--- src/rtl/pmon_pkg.sv ---
// Package: shared widths, control-word bit positions and register addresses.
// Assumes a 32-bit register bus; the counters use the full bus width.
package pmon_pkg;
    localparam int BUS_W      = 32;
    localparam int SEL_W      = 8;
    localparam int NUM_EVT    = 1 << SEL_W;
    localparam int PRESC_W    = 6;

    localparam int B_RUN      = 0;
    localparam int B_CLR_PRG  = 1;
    localparam int B_CLR_CYC  = 2;
    localparam int B_DIV      = 3;
    localparam int B_IEN_LO   = 4;   // 4: ctr0, 5: ctr1, 6: cycle
    localparam int B_OVF_LO   = 8;   // 8: ctr0, 9: ctr1, 10: cycle
    localparam int B_SEL1_LO  = 12;
    localparam int B_SEL0_LO  = 20;

    typedef enum logic [1:0] {
        RA_CTRL = 2'd0,
        RA_CTR0 = 2'd1,
        RA_CTR1 = 2'd2,
        RA_CYC  = 2'd3
    } pmon_addr_e;
endpackage

--- src/rtl/pmon_evt_ctr.sv ---
// Programmable event counter. Selects one event line by code and counts it
// while the global run bit is set. Assumes clr and wr never coincide (they
// come from different bus addresses). Flags a wrap through ovf.
module pmon_evt_ctr #(
    parameter int CNT_W = 32,
    parameter int SEL_W = 8,
    localparam int NEVT = 1 << SEL_W
) (
    input  logic             clk,
    input  logic             rst_n,
    input  logic             run,
    input  logic [SEL_W-1:0] sel,
    input  logic [NEVT-1:0]  evt,
    input  logic             clr,
    input  logic             wr,
    input  logic [CNT_W-1:0] wdata,
    output logic [CNT_W-1:0] cnt,
    output logic             ovf
);
    logic inc;

    // Increment request: running and the selected event pulsed.
    always_comb begin
        inc = run && evt[sel];
        ovf = inc && (cnt == {CNT_W{1'b1}}) && !wr && !clr;
    end

    // Counter register: reset strobe, then bus write, then increment.
    always_ff @(posedge clk) begin
        if (!rst_n)      cnt <= '0;
        else if (clr)    cnt <= '0;
        else if (wr)     cnt <= wdata;
        else if (inc)    cnt <= cnt + 1'b1;
    end

    AST_HOLD_WHEN_STOPPED: assert property (@(posedge clk) disable iff (!rst_n)
        (!run && !wr && !clr) |=> $stable(cnt));
    AST_CLR_ZEROES: assert property (@(posedge clk) disable iff (!rst_n)
        clr |=> (cnt == '0));
    AST_WRITE_WINS: assert property (@(posedge clk) disable iff (!rst_n)
        (wr && !clr) |=> (cnt == $past(wdata)));
endmodule

--- src/rtl/pmon_cyc_ctr.sv ---
// Cycle counter with optional divide-by-2^PRESC_W prescaler. Counts clock
// edges while running. Assumes clr and wr never coincide. Flags a wrap.
module pmon_cyc_ctr #(
    parameter int CNT_W   = 32,
    parameter int PRESC_W = 6
) (
    input  logic             clk,
    input  logic             rst_n,
    input  logic             run,
    input  logic             div,
    input  logic             clr,
    input  logic             wr,
    input  logic [CNT_W-1:0] wdata,
    output logic [CNT_W-1:0] cnt,
    output logic             ovf
);
    logic [PRESC_W-1:0] presc;
    logic               tick;

    // Tick every running edge, or once per prescaler period when dividing.
    always_comb begin
        tick = run && (!div || (presc == {PRESC_W{1'b1}}));
        ovf  = tick && (cnt == {CNT_W{1'b1}}) && !wr && !clr;
    end

    // Prescaler: advances only while running in divided mode.
    always_ff @(posedge clk) begin
        if (!rst_n || clr)     presc <= '0;
        else if (run && div)   presc <= presc + 1'b1;
    end

    // Counter register: reset strobe, then bus write, then tick.
    always_ff @(posedge clk) begin
        if (!rst_n)      cnt <= '0;
        else if (clr)    cnt <= '0;
        else if (wr)     cnt <= wdata;
        else if (tick)   cnt <= cnt + 1'b1;
    end

    AST_DIV_HOLD: assert property (@(posedge clk) disable iff (!rst_n)
        (div && (presc != {PRESC_W{1'b1}}) && !wr && !clr) |=> $stable(cnt));
    AST_CYC_CLR: assert property (@(posedge clk) disable iff (!rst_n)
        clr |=> (cnt == '0 && presc == '0));
endmodule

--- src/rtl/pmon_ctrl.sv ---
// Control word: run, divider, interrupt enables, event selects, sticky
// overflow flags (write-one-to-clear, set wins) and the registered interrupt.
// Reset strobes are combinational pulses decoded from the write itself.
module pmon_ctrl
    import pmon_pkg::*;
(
    input  logic             clk,
    input  logic             rst_n,
    input  logic             wr,
    input  logic [BUS_W-1:0] wdata,
    input  logic [2:0]       ovf_set,
    output logic             run,
    output logic             div,
    output logic             clr_prg,
    output logic             clr_cyc,
    output logic [SEL_W-1:0] sel0,
    output logic [SEL_W-1:0] sel1,
    output logic [BUS_W-1:0] rd,
    output logic             irq
);
    logic [2:0] ien_q;
    logic [2:0] flag_q;
    logic [2:0] flag_clr;
    logic       unused_wbits;

    assign unused_wbits = ^{wdata[BUS_W-1:B_SEL0_LO+SEL_W], wdata[B_OVF_LO+3], wdata[B_IEN_LO+3]};

    // Reset strobes and flag-clear mask decoded from the current write.
    always_comb begin
        clr_prg  = wr && wdata[B_CLR_PRG];
        clr_cyc  = wr && wdata[B_CLR_CYC];
        flag_clr = wr ? wdata[B_OVF_LO +: 3] : 3'b000;
    end

    // Configuration fields: loaded on every control write.
    always_ff @(posedge clk) begin
        if (!rst_n) begin
            run <= 1'b0; div <= 1'b0; ien_q <= '0; sel0 <= '0; sel1 <= '0;
        end else if (wr) begin
            run   <= wdata[B_RUN];
            div   <= wdata[B_DIV];
            ien_q <= wdata[B_IEN_LO +: 3];
            sel0  <= wdata[B_SEL0_LO +: SEL_W];
            sel1  <= wdata[B_SEL1_LO +: SEL_W];
        end
    end

    // Sticky flags: a wrap sets, a one written clears, set beats clear.
    always_ff @(posedge clk) begin
        if (!rst_n) flag_q <= '0;
        else        flag_q <= (flag_q & ~flag_clr) | ovf_set;
    end

    // Interrupt register: any flagged counter with its enable set.
    always_ff @(posedge clk) begin
        if (!rst_n) irq <= 1'b0;
        else        irq <= |(flag_q & ien_q);
    end

    // Readback assembly; reset strobes read as zero.
    always_comb begin
        rd                    = '0;
        rd[B_RUN]             = run;
        rd[B_DIV]             = div;
        rd[B_IEN_LO +: 3]     = ien_q;
        rd[B_OVF_LO +: 3]     = flag_q;
        rd[B_SEL1_LO +: SEL_W] = sel1;
        rd[B_SEL0_LO +: SEL_W] = sel0;
    end

    AST_FLAG_SET: assert property (@(posedge clk) disable iff (!rst_n)
        (ovf_set != 3'b000) |=> ((flag_q & $past(ovf_set)) == $past(ovf_set)));
    AST_FLAG_STICKY: assert property (@(posedge clk) disable iff (!rst_n)
        (!wr && ovf_set == 3'b000) |=> $stable(flag_q));
    AST_FLAG_W1C: assert property (@(posedge clk) disable iff (!rst_n)
        (wr && wdata[B_OVF_LO +: 3] == 3'b111 && ovf_set == 3'b000) |=> (flag_q == 3'b000));
    AST_IRQ_MASKED: assert property (@(posedge clk) disable iff (!rst_n)
        (ien_q == 3'b000) |=> !irq);
endmodule

--- src/rtl/pmon3.sv ---
// Top: address decode, two programmable counters (generated), the cycle
// counter and the control word, plus the read multiplexer. Reads are
// combinational from bus_addr; writes take effect at the clock edge.
module pmon3
    import pmon_pkg::*;
(
    input  logic               clk,
    input  logic               rst_n,
    input  logic               bus_wr,
    input  logic [1:0]         bus_addr,
    input  logic [BUS_W-1:0]   bus_wdata,
    output logic [BUS_W-1:0]   bus_rdata,
    input  logic [NUM_EVT-1:0] evt_in,
    output logic               irq
);
    localparam int NPRG = 2;

    logic             run, div, clr_prg, clr_cyc;
    logic [SEL_W-1:0] sel [NPRG];
    logic [BUS_W-1:0] prg_cnt [NPRG];
    logic [NPRG-1:0]  prg_ovf;
    logic [NPRG-1:0]  prg_wr;
    logic [BUS_W-1:0] cyc_cnt, ctrl_rd;
    logic             cyc_ovf, wr_ctrl, wr_cyc;

    // Write decode by register address.
    always_comb begin
        wr_ctrl   = bus_wr && (bus_addr == RA_CTRL);
        prg_wr[0] = bus_wr && (bus_addr == RA_CTR0);
        prg_wr[1] = bus_wr && (bus_addr == RA_CTR1);
        wr_cyc    = bus_wr && (bus_addr == RA_CYC);
    end

    pmon_ctrl u_ctrl (
        .clk(clk), .rst_n(rst_n), .wr(wr_ctrl), .wdata(bus_wdata),
        .ovf_set({cyc_ovf, prg_ovf[1], prg_ovf[0]}),
        .run(run), .div(div), .clr_prg(clr_prg), .clr_cyc(clr_cyc),
        .sel0(sel[0]), .sel1(sel[1]), .rd(ctrl_rd), .irq(irq)
    );

    for (genvar i = 0; i < NPRG; i++) begin : g_prg
        pmon_evt_ctr #(.CNT_W(BUS_W), .SEL_W(SEL_W)) u_ctr (
            .clk(clk), .rst_n(rst_n), .run(run), .sel(sel[i]), .evt(evt_in),
            .clr(clr_prg), .wr(prg_wr[i]), .wdata(bus_wdata),
            .cnt(prg_cnt[i]), .ovf(prg_ovf[i])
        );
    end

    pmon_cyc_ctr #(.CNT_W(BUS_W), .PRESC_W(PRESC_W)) u_cyc (
        .clk(clk), .rst_n(rst_n), .run(run), .div(div), .clr(clr_cyc),
        .wr(wr_cyc), .wdata(bus_wdata), .cnt(cyc_cnt), .ovf(cyc_ovf)
    );

    // Read multiplexer.
    always_comb begin
        unique case (bus_addr)
            RA_CTRL: bus_rdata = ctrl_rd;
            RA_CTR0: bus_rdata = prg_cnt[0];
            RA_CTR1: bus_rdata = prg_cnt[1];
            default: bus_rdata = cyc_cnt;
        endcase
    end
endmodule

--- config.mk ---
export PLATFORM = sky130hd
export DESIGN_NAME = pmon3
export DESIGN_NICKNAME = d
export VERILOG_FILES = /design/src/rtl/pmon_pkg.sv /design/src/rtl/pmon_evt_ctr.sv /design/src/rtl/pmon_cyc_ctr.sv /design/src/rtl/pmon_ctrl.sv /design/src/rtl/pmon3.sv
export SDC_FILE = /design/constraint.sdc
export NUM_CORES = 1
export LEC_CHECK = 0
export BUFFER_PORTS_ARGS = -buffer_cell sky130_fd_sc_hd__buf_2
export CORE_MARGIN = 2
export CORE_UTILIZATION = 25
export CTS_BUF_LIST = sky130_fd_sc_hd__clkbuf_8
export DETAILED_ROUTE_END_ITERATION = 16
export GPL_TIMING_DRIVEN = 0
export SYNTH_ARGS = -nofsm -noshare
export SYNTH_HDL_FRONTEND = slang
export SYNTH_HIERARCHICAL = 1
export SYNTH_SLANG_ARGS = --single-unit
--- constraint.sdc ---
create_clock -name clk -period 8 [get_ports clk]
set_input_delay 1.6 -clock clk [delete_from_list [all_inputs] [get_ports clk]]
set_output_delay 1.6 -clock clk [all_outputs]
set_load 0.02 [all_outputs]
==> results.cfg, run 1 <==
[worst_setup_path]
r2r_cells = 11
cp_data_required_time_ns = 6.40
worstPathCellList = buf_2 > buf_2 > mux4_2 > buf_2
cp_common_cell = buf_2
critPathTopFamily = buffers and inverters
end_kind = output pin
cp.depth = 4
crit_path_top_delay_cell = mux4_2
cp-startpoint = bus_addr[1]
reg2reg_slack_ns = 3.85
worstPathMaxFanout = 10
worst-path-buf-inv = 3
r2r-start = u_ctrl/sel1[4]$_SDFFE_PN0P_
crit_path_end = bus_rdata[21]
critPathLaunchType = primary input
worst-setup-path-type = primary input to output pin
slowest_delay_ns = 0.42
arrival_ns = 2.81
reg2reg_to = g_prg[1].u_ctr/cnt[23]$_SDFFE_PP0P_

[clock_network]
clock_path_buffers = 2
clk_latency_ns = 0.46
cts_hold_repair.buffers = 0
cts.sinks = 127
cts_inserted_buffers = 17
cts_tree = yes
cts_root_buffer = clkbuf_8
clk_pin_slew_worst_paths_ns = 0.08
postCtsSetupBuffers = 0
cts.htree.levels = 4
cts-resized-gates = 0

[route]
ant_nets = 0
drc = 0
drtIter0Drc = 1586
drt_wl_total_mm = 59.4
avgRoutedWirePerCell_um = 25.6
dr.pass1.iters = 5
vias = 13400
viasPerCell = 5.77

[layout]
final_util_pct = 31.0
drive_above_1_share_pct = 37.5
area_growth_syn_to_layout_pct = 23.0
multiInputGateArea_mm2 = 0.00903
fin_nets = 1927
regArea_mm2 = 0.00254
final_cells = 2317
fillers = 5243

[synthesis]
synth_top_area_cell = mux4_2
synth_edf_count = 0
yosysTopAreaCellShare_pct = 23.6
seq_area_frac_synth_pct = 20.2
syn_area_mm2 = 0.0126
ys_ff_latch = 127
netlist_top_cells_count = mux4_2, dfxtp_1, mux2i_1, o21ai_0, nand2_1
synthFlopType = dfxtp_1
syn_area_per_cell_um2 = 9.84
yosys.cell_types.count = 70
async_flop_share_pct = 0
netlist_top_cells_area = mux4_2, dfxtp_1, mux2i_1, o21ai_0, buf_4
synth_cells = 1281
synth.most_common_cell = mux4_2
yosysWarningCount = 6

[timing]
rsz0062_at_grt = no
slew-limit-headroom_pct = 48.5
max_freq_ghz = 0.227
setup-violations-final = 0
drv_slew = 0
fin_crit_sh_pct = 55.1
finalCriticalPeriod_ns = 4.41
fin_tns_setup_ns = 0
worst_pin_slew_ns = 0.762
finClkSkew_ns = 0.0137
final_hold_viol_count = 0
worst_slack_ns = 3.59

[die]
die_width_um = 229
core_mm2 = 0.0500
dieArea_mm2 = 0.0522
io-pin-count = 326
start_util_pct = 25.2
die_y_um = 229
row_count = 82

[place]
finalWeightedCongestion = 0.968
dp_cells = 2283
place_ws_ns = 3.51
place_hpwl_mm = 48.8
io_buffers = 323

[global_route]
grt_pass1_vias = 13000
grt_max_degree = 17
grt_usage_pct = 21.9
antenna_found_initial = 6
grt_first_pass_wirelength_mm = 86.0
grt_overflow = 0

[power_and_ir_drop]
finalPower_mw = 1.82
seqPwrFrac_pct = 38.6
max-vdd-ir-drop_uv = 98.2
leakagePower_nw = 5.52
p_comb_share_pct = 28.2
p_switching_mw = 0.631
clockPowerShare_pct = 33.1
p_int_mw = 1.19
power_density_mw_per_mm2 = 117
switching_share_pct = 34.7

[job]
maxCapViolCount = 0

[outcome]
status = finished, final reports clean

[hold_path]
min_path_type = flip-flop to flip-flop
[tightest hold or removal path, stage by stage (launching register included)]
cell,delay (ns)
dfxtp_1,0.33
nand2_1,0.06
a21oi_1,0.05
[registers in the layout, indices dropped and copies added (netlist names)]
signal,count
u_ctrl/sel1,8
u_ctrl/sel0,8
u_cyc/cnt,32
u_ctrl/div,1
u_cyc/presc,6
u_ctrl/ien_q,3
g_prg.u_ctr/cnt,64
u_ctrl/run,1
u_ctrl/flag_q,3
u_ctrl/irq,1
[stage by stage]
step / area (um2) / hold slack, ns
6_report: 15500 / 0.482
5_1_grt: 15500 / 0.517
4_1_cts: 15500 / 0.483
3_5_place_dp: 15100 / 0.470
3_3_place_gp: 15100 / 0.470
2_1_floorplan: 12600 / 0.454
[cells by family (layout without fill, tap and decap cells)]
| family | Yosys count | in the layout | share of synthesized area, % |
|---|---|---|---|
| adder cells (fa/ha/maj) | 4 | 4 | 0.397 |
| other | 1 | 10 | 0.0297 |
| flip-flops | 127 | 127 | 20.2 |
| AND/OR/NAND/NOR | 376 | 376 | 17.0 |
| multiplexers | 246 | 246 | 33.2 |
| AO/OA/AOI/OAI | 315 | 315 | 17.9 |
| buffers and inverters | 171 | 526 | 8.40 |
| XOR/XNOR | 41 | 41 | 2.85 |
[power by group through the flow]
stage | Clock [mW] | Sequential, mW | Combinational (mW)
floorplan | 0 | 0.697 | 0.297
global placement | 0 | 0.714 | 0.499
detailed placement | 0 | 0.715 | 0.505
CTS | 0.610 | 0.700 | 0.507
global route | 0.640 | 0.706 | 0.542
finish | 0.602 | 0.702 | 0.513
[worst min path at each step]
stage | startpoint | endpoint | depth (start not counted)
floorplan | u_cyc/presc[1]$_SDFFE_PP0P_ | u_cyc/presc[1]$_SDFFE_PP0P_ | 2
global placement | u_cyc/presc[1]$_SDFFE_PP0P_ | u_cyc/presc[1]$_SDFFE_PP0P_ | 2
detailed placement | u_cyc/presc[1]$_SDFFE_PP0P_ | u_cyc/presc[1]$_SDFFE_PP0P_ | 2
CTS | u_cyc/presc[1]$_SDFFE_PP0P_ | u_cyc/presc[1]$_SDFFE_PP0P_ | 2
global route | u_cyc/presc[1]$_SDFFE_PP0P_ | u_cyc/presc[1]$_SDFFE_PP0P_ | 2
finish | u_cyc/presc[1]$_SDFFE_PP0P_ | u_cyc/presc[1]$_SDFFE_PP0P_ | 2
[placed cells by master (no fill, tap or decap), types with 34 or more instances in the layout]
master | Yosys | layout
mux4_2 | 132 | 132
xnor2_1 | 34 | 34
clkbuf_1 | 45 | 45
nand2_1 | 60 | 60
nand3_1 | 49 | 49
a21oi_1 | 41 | 41
o21ai_0 | 91 | 91
dfxtp_1 | 127 | 127
buf_2 | 24 | 347
nor2b_1 | 39 | 39
buf_4 | 45 | 45
mux2i_1 | 102 | 102
nor2_1 | 35 | 35
nor4_1 | 34 | 34
[cell type report]
type / instances / share of cell area (%)
Timing Repair Buffer: 323 / 10.4
Sequential cell: 127 / 16.4
Antenna cell: 2 / 0.0323
Inverter: 34 / 0.823
Clock buffer: 17 / 1.51
Buffer: 137 / 6.00
Tap cell: 672 / 5.42
Clock inverter: 15 / 1.14
Multi-Input combinational cell: 990 / 58.2
[layer usage]
layer  share of wire (%)  track usage (%)
met1                  40             27.9
met2                  48             37.4
met3                 9.0             4.48
met4                 2.7             6.15
met5               0.030                0
No activity file was read; power rests on OpenSTA's default activity.
==> run 2, diff against run 1 <==
- clock period: 8 -> 3.9 ns (I/O delays scaled with it)
==> run 2 against run 1 <==
  * Clock power grew 110%
  * Power up 110%
  * Sequential share of layout area fell by 0.11 points
  * Via count is 0.82% higher
  * Die area did not move
  * Largest cell class unchanged
  * Utilization increased by 0.23 points
  * Critical path type is now flip-flop to flip-flop
  * Design area increased by 0.74%
==> results.cfg, run 2 (synthesized netlist as in run 1, its figures left out) <==
[timing]
drv_slew = 0
slew-limit-headroom_pct = 50.6
finClkSkew_ns = 0.0144
final_hold_viol_count = 0
setup-violations-final = 0
rsz0062_at_grt = no
max_freq_ghz = 0.263
finalCriticalPeriod_ns = 3.80
fin_tns_setup_ns = 0
fin_crit_sh_pct = 97.4
worst_pin_slew_ns = 0.730

[worst_setup_path]
arrival_ns = 4.16
r2r-start = u_ctrl/sel0[2]$_SDFFE_PN0P_
slowest_delay_ns = 0.43
crit_path_top_delay_cell = dfxtp_1
cp-startpoint = u_ctrl/sel0[2]$_SDFFE_PN0P_
worstPathCellList = buf_4 > buf_2 > buf_4 > buf_2 > buf_2 > mux2i_1 > a22oi_1 > o211ai_1 > a21oi_4 > o2111ai_2 > buf_4 > o31a_1 > o311a_1
cp_data_required_time_ns = 4.26
end_kind = flip-flop
r2r_cells = 13
worst-setup-path-type = flip-flop to flip-flop
critPathLaunchType = flip-flop
worstPathMaxFanout = 10

[layout]
final_cell_mix = buf_2, mux4_2, dfxtp_1
regArea_mm2 = 0.00254
multiInputGateArea_mm2 = 0.00909
final_common_cell = buf_2
area_growth_syn_to_layout_pct = 23.9
top_register = g_prg.u_ctr/cnt
drive_above_1_share_pct = 38.1
largest_reg_flops = 64
biggestRegsByFlops = g_prg.u_ctr/cnt (64), u_cyc/cnt (32)
final_util_pct = 31.3
fin_nets = 1933
fillers = 5242

[route]
vias = 13500
drc = 0
met3_length_mm = 6.02
ant_nets = 0
wl_met2_mm = 28.6
drt_wl_total_mm = 59.5
drtIter0Drc = 1539
routed.top_layer = met5
viasPerCell = 5.80
avgRoutedWirePerCell_um = 25.6
dr.pass1.iters = 6
m1WireLength_mm = 23.3

[clock_network]
cts.htree.levels = 4
cts_hold_repair.buffers = 0
cts_root_buffer = clkbuf_8
clk_pin_slew_worst_paths_ns = 0.09
cts.sinks = 127
cts_inserted_buffers = 17
clk_latency_ns = 0.47
cts_tree = yes
clock_path_buffers = 2

[place]
finalWeightedCongestion = 0.968
place_hpwl_mm = 48.8
io_buffers = 323

[die]
dieArea_mm2 = 0.0522
io-pin-count = 326
start_util_pct = 25.2
core_mm2 = 0.0500
row_count = 82
die_y_um = 229
die_width_um = 229

[global_route]
grt_first_pass_wirelength_mm = 86.2
grt_max_degree = 17
grt_pass1_vias = 13000
grt_overflow = 0
grt_usage_pct = 21.9
antenna_found_initial = 5

[outcome]
status = finished, final reports clean

[hold_path]
min_path_type = flip-flop to flip-flop
hold_start = u_cyc/presc[1]$_SDFFE_PP0P_
hold-path-cell-count = 2

[job]
maxCapViolCount = 0

[power_and_ir_drop]
max-vdd-ir-drop_uv = 203
power_density_mw_per_mm2 = 240
leakagePower_nw = 5.55
run 2: cell types whose count changed in the layout (fill, tap and decap cells not counted), moves of 2 or more:
cell / previous run / this run
buf_4: 45 / 51
clkbuf_2: 0 / 2
buf_2: 347 / 345
nor3_2: 4 / 1
nor3_4: 0 / 3
mux2i_1: 102 / 100
clkbuf_1: 45 / 43
mux2i_2: 0 / 2
run 2: where the power goes:
part / switching [mW] / internal, mW / total (mW)
Clock: 0.647 / 0.591 / 1.24
Sequential: 0.0869 / 1.35 / 1.44
Combinational: 0.569 / 0.498 / 1.07
run 2: final timing paths:
| path | to | slack, ns |
|---|---|---|
| worst min register to register | u_cyc/presc[1]$_SDFFE_PP0P_ | 0.48 |
| worst max register to register | g_prg[0].u_ctr/cnt[23]$_SDFFE_PP0P_ | 0.10 |
| worst min-delay path | u_cyc/presc[1]$_SDFFE_PP0P_ | 0.48 |
| worst max-delay path | g_prg[0].u_ctr/cnt[23]$_SDFFE_PP0P_ | 0.10 |
run 2: worst max-delay path, delay by kind of cell, from the launching register on:
kind / cells / cell delay (ns)
muxes: 1 / 0.16
AOI/OAI and AO/OA: 6 / 1.58
DFF: 1 / 0.43
buffers and inverters: 6 / 1.51
run 2: routing by layer:
metal,GRT usage (%),up-vias
li1,-,5787
met1,28.0,6736
met2,37.5,854
met3,4.38,95
met4,5.96,2
met5,0,-
run 2: per-stage QoR:
step           power, mW  instances  area, um2  setup slack (ns)  hold WS, ns
2_1_floorplan       2.04       1288      12600             0.729        0.454
3_3_place_gp        2.49       2283      15100            -0.189        0.470
3_5_place_dp        2.50       2283      15100            -0.166        0.470
4_1_cts             3.73       2315      15500           0.00834        0.483
5_1_grt             3.89       2321      15600           0.00786        0.517
6_report            3.75       2324      15600             0.101        0.481
run 2: cell type report:
class,instances,share of cell area [%]
multi-input cells,990,58.2
flip-flops and latches,127,16.3
repair buffers,329,10.6
plain buffers,137,6.03
well taps,672,5.38
clock buffers,17,1.50
clock inverters,15,1.13
inverters,34,0.817
diodes,3,0.0481
run 2: what timing repair did:
item                                    4_1_cts  5_1_grt
resized for setup                             6        8
setup buffers                                 0        6
pin swaps                                     1        4
endpoints found under the setup margin       36       30
gates cloned                                  0        0
==> run 3, diff against run 2 <==
- ABC_AREA: not set -> 1
==> run 3 against run 2 <==
  * Hold slack lost 0.0084 ns
  * Combinational power grew 31%
  * Die area grew 14%
  * Final cell count grew 65%
  * First-iteration DRC count grew 99%
  * Routed wire length grew 40%
  * Synthesized cell count grew 110%
  * Count of clock-buffer cells in the layout is the same
  * Flip-flop and latch count is the same
  * Clock skew grew 0.010 ns
  * Critical endpoint is now u_ctrl/flag_q[0]$_SDFF_PN0_
  * Power grew 11%
  * Non-clock buffer count grew 69
==> results.cfg, run 3 <==
[worst_setup_path]
critPathLaunchType = flip-flop
r2r_cells = 16
worst-setup-path-type = flip-flop to flip-flop
critPathTopFamily = simple AND/OR/NAND/NOR gates
cp-startpoint = u_ctrl/sel0[2]$_SDFFE_PN0P_
worstPathMaxFanout = 10
worst-path-buf-inv = 5
cp_common_cell = nand3_1
worstPathCellList = buf_4 > buf_2 > clkbuf_1 > nand3_1 > nand3_1 > nand2_1 > nand2_1 > nand3_1 > nand3_1 > nand3_1 > nand2_1 > nand2_2 > buf_2 > nor3_1 > inv_1 > a21oi_1
end_kind = flip-flop
slowest_delay_ns = 0.49
r2r-start = u_ctrl/sel0[2]$_SDFFE_PN0P_
cp.depth = 16
crit_path_top_delay_cell = clkbuf_1
reg2reg_slack_ns = 0.53
cp_data_required_time_ns = 4.29
reg2reg_to = u_ctrl/flag_q[0]$_SDFF_PN0_
arrival_ns = 3.76

[layout]
final_cell_mix = nand2_1, nand3_1, buf_2
final_util_pct = 30.8
largest_reg_flops = 64
top_register = g_prg.u_ctr/cnt
area_growth_syn_to_layout_pct = 21.2
drive_above_1_share_pct = 17.9
final_cells = 3828
fin_nets = 3353
final_common_cell = nand2_1
biggestRegsByFlops = g_prg.u_ctr/cnt (64), u_cyc/cnt (32)

[synthesis]
async_flop_share_pct = 0
seq_area_frac_synth_pct = 17.7
syn_area_mm2 = 0.0144
synth_cells = 2705
syn_area_per_cell_um2 = 5.31
synth_edf_count = 0
netlist_top_cells_area = nand2_1, nand3_1, dfxtp_1, nor2_1, buf_4
yosys.cell_types.count = 38
yosysTopAreaCellShare_pct = 25.8
synth_top_area_cell = nand2_1
synthFlopType = dfxtp_1
yosysWarningCount = 6
netlist_top_cells_count = nand2_1, nand3_1, nor2_1, inv_1, dfxtp_1
ys_ff_latch = 127
synth.most_common_cell = nand2_1

[die]
die_width_um = 244
row_count = 87
io-pin-count = 326
start_util_pct = 25.4
die_y_um = 244
dieArea_mm2 = 0.0594
core_mm2 = 0.0566

[global_route]
grt_usage_pct = 26.6
grt_util_met1_pct = 34.4
grt_max_degree = 17
globalRouteMet3Util_pct = 4.42
grt_first_pass_wirelength_mm = 120
antenna_found_initial = 1
grt_pass1_vias = 18500
grt_overflow = 0
grt_busiest_layer = met2
use_met2_pct = 42.5

[timing]
fin_tns_setup_ns = 0
max_freq_ghz = 0.297
fin_crit_sh_pct = 86.5
worst_pin_slew_ns = 1.07
finClkSkew_ns = 0.0244
rsz0062_at_grt = no
drv_slew = 0
final_hold_viol_count = 0
finalCriticalPeriod_ns = 3.37
setup-violations-final = 0
hold_ws_ns = 0.472
slew-limit-headroom_pct = 28.3
worst_slack_ns = 0.528

[hold_path]
whs_endpoint = u_cyc/presc[4]$_SDFFE_PP0P_
hold-path-cell-count = 1
min_path_type = flip-flop to flip-flop
hold_start = u_cyc/presc[4]$_SDFFE_PP0P_

[outcome]
status = finished, final reports clean

[power_and_ir_drop]
leakagePower_nw = 7.65
max-vdd-ir-drop_uv = 172
power_density_mw_per_mm2 = 239

[route]
drtIter0Drc = 3066
drt_wl_total_mm = 83.2
vias = 20900
dr.pass1.iters = 7
drc = 0
ant_nets = 0
viasPerCell = 5.47
avgRoutedWirePerCell_um = 21.7

[place]
place_ws_ns = 0.586
io_buffers = 325
place_hpwl_mm = 66.1
finalWeightedCongestion = 1.05
dp_cells = 3793

[clock_network]
cts_root_buffer = clkbuf_8
clk_pin_slew_worst_paths_ns = 0.09
cts.htree.levels = 4
clk_latency_ns = 0.48
clock_path_buffers = 2
postCtsSetupBuffers = 0
cts-resized-gates = 0
cts_tree = yes
cts_inserted_buffers = 17
cts.sinks = 127
cts_hold_repair.buffers = 0

[job]
maxCapViolCount = 0
==> run 3: how the worst max path moves through the flow <==
stage | endpoint | slack, ns
after floorplan | u_cyc/cnt[30]$_SDFFE_PP0P_ | 1.51
after global placement | u_cyc/cnt[29]$_SDFFE_PP0P_ | 0.56
after detailed placement | u_cyc/cnt[29]$_SDFFE_PP0P_ | 0.59
after CTS | u_ctrl/flag_q[1]$_SDFF_PN0_ | 0.71
after global routing | u_ctrl/flag_q[1]$_SDFF_PN0_ | 0.43
final | u_ctrl/flag_q[0]$_SDFF_PN0_ | 0.53
==> run 3: layout make-up <==
class | instances | area [um2]
inverters | 146 | 553
diodes | 3 | 7.51
multi-input cells | 2229 | 10100
well taps | 756 | 946
flip-flops and latches | 127 | 2540
repair buffers | 325 | 1630
clock inverters | 15 | 206
clock buffers | 17 | 234
plain buffers | 210 | 1200
fillers | 6590 | 39200
==> run 3: metrics by stage <==
step	instance area [um2]	total power [mW]
floorplan	14400	2.15
global placement	17000	2.78
detailed placement	17000	2.78
CTS	17400	4.11
global route	17400	4.31
finish	17400	4.16
==> run 3: cells by family after synthesis <==
kind of cell             Yosys count  share of synthesized area, %
adder cells (fa/ha/maj)            4                         0.348
buffers and inverters            356                          12.2
XOR/XNOR                          31                          1.89
AO/OA/AOI/OAI                    208                          7.66
AND/OR/NAND/NOR                 1975                          60.0
other                              1                        0.0261
flip-flops                       127                          17.7
multiplexers                       3                         0.209
==> run 3: power by group <==
| group | switching [mW] | internal, mW |
|---|---|---|
| registers | 0.0713 | 1.33 |
| clock network | 0.642 | 0.707 |
| logic | 0.950 | 0.453 |
| total | 1.66 | 2.49 |
==> run 3: layer usage <==
| layer | wire length, um | vias to the layer above |
|---|---|---|
| met3 | 10000 | 244 |
| met4 | 4880 | 0 |
| met2 | 36300 | 1575 |
| li1 | - | 9630 |
| met1 | 31900 | 9475 |
| met5 | 0 | - |
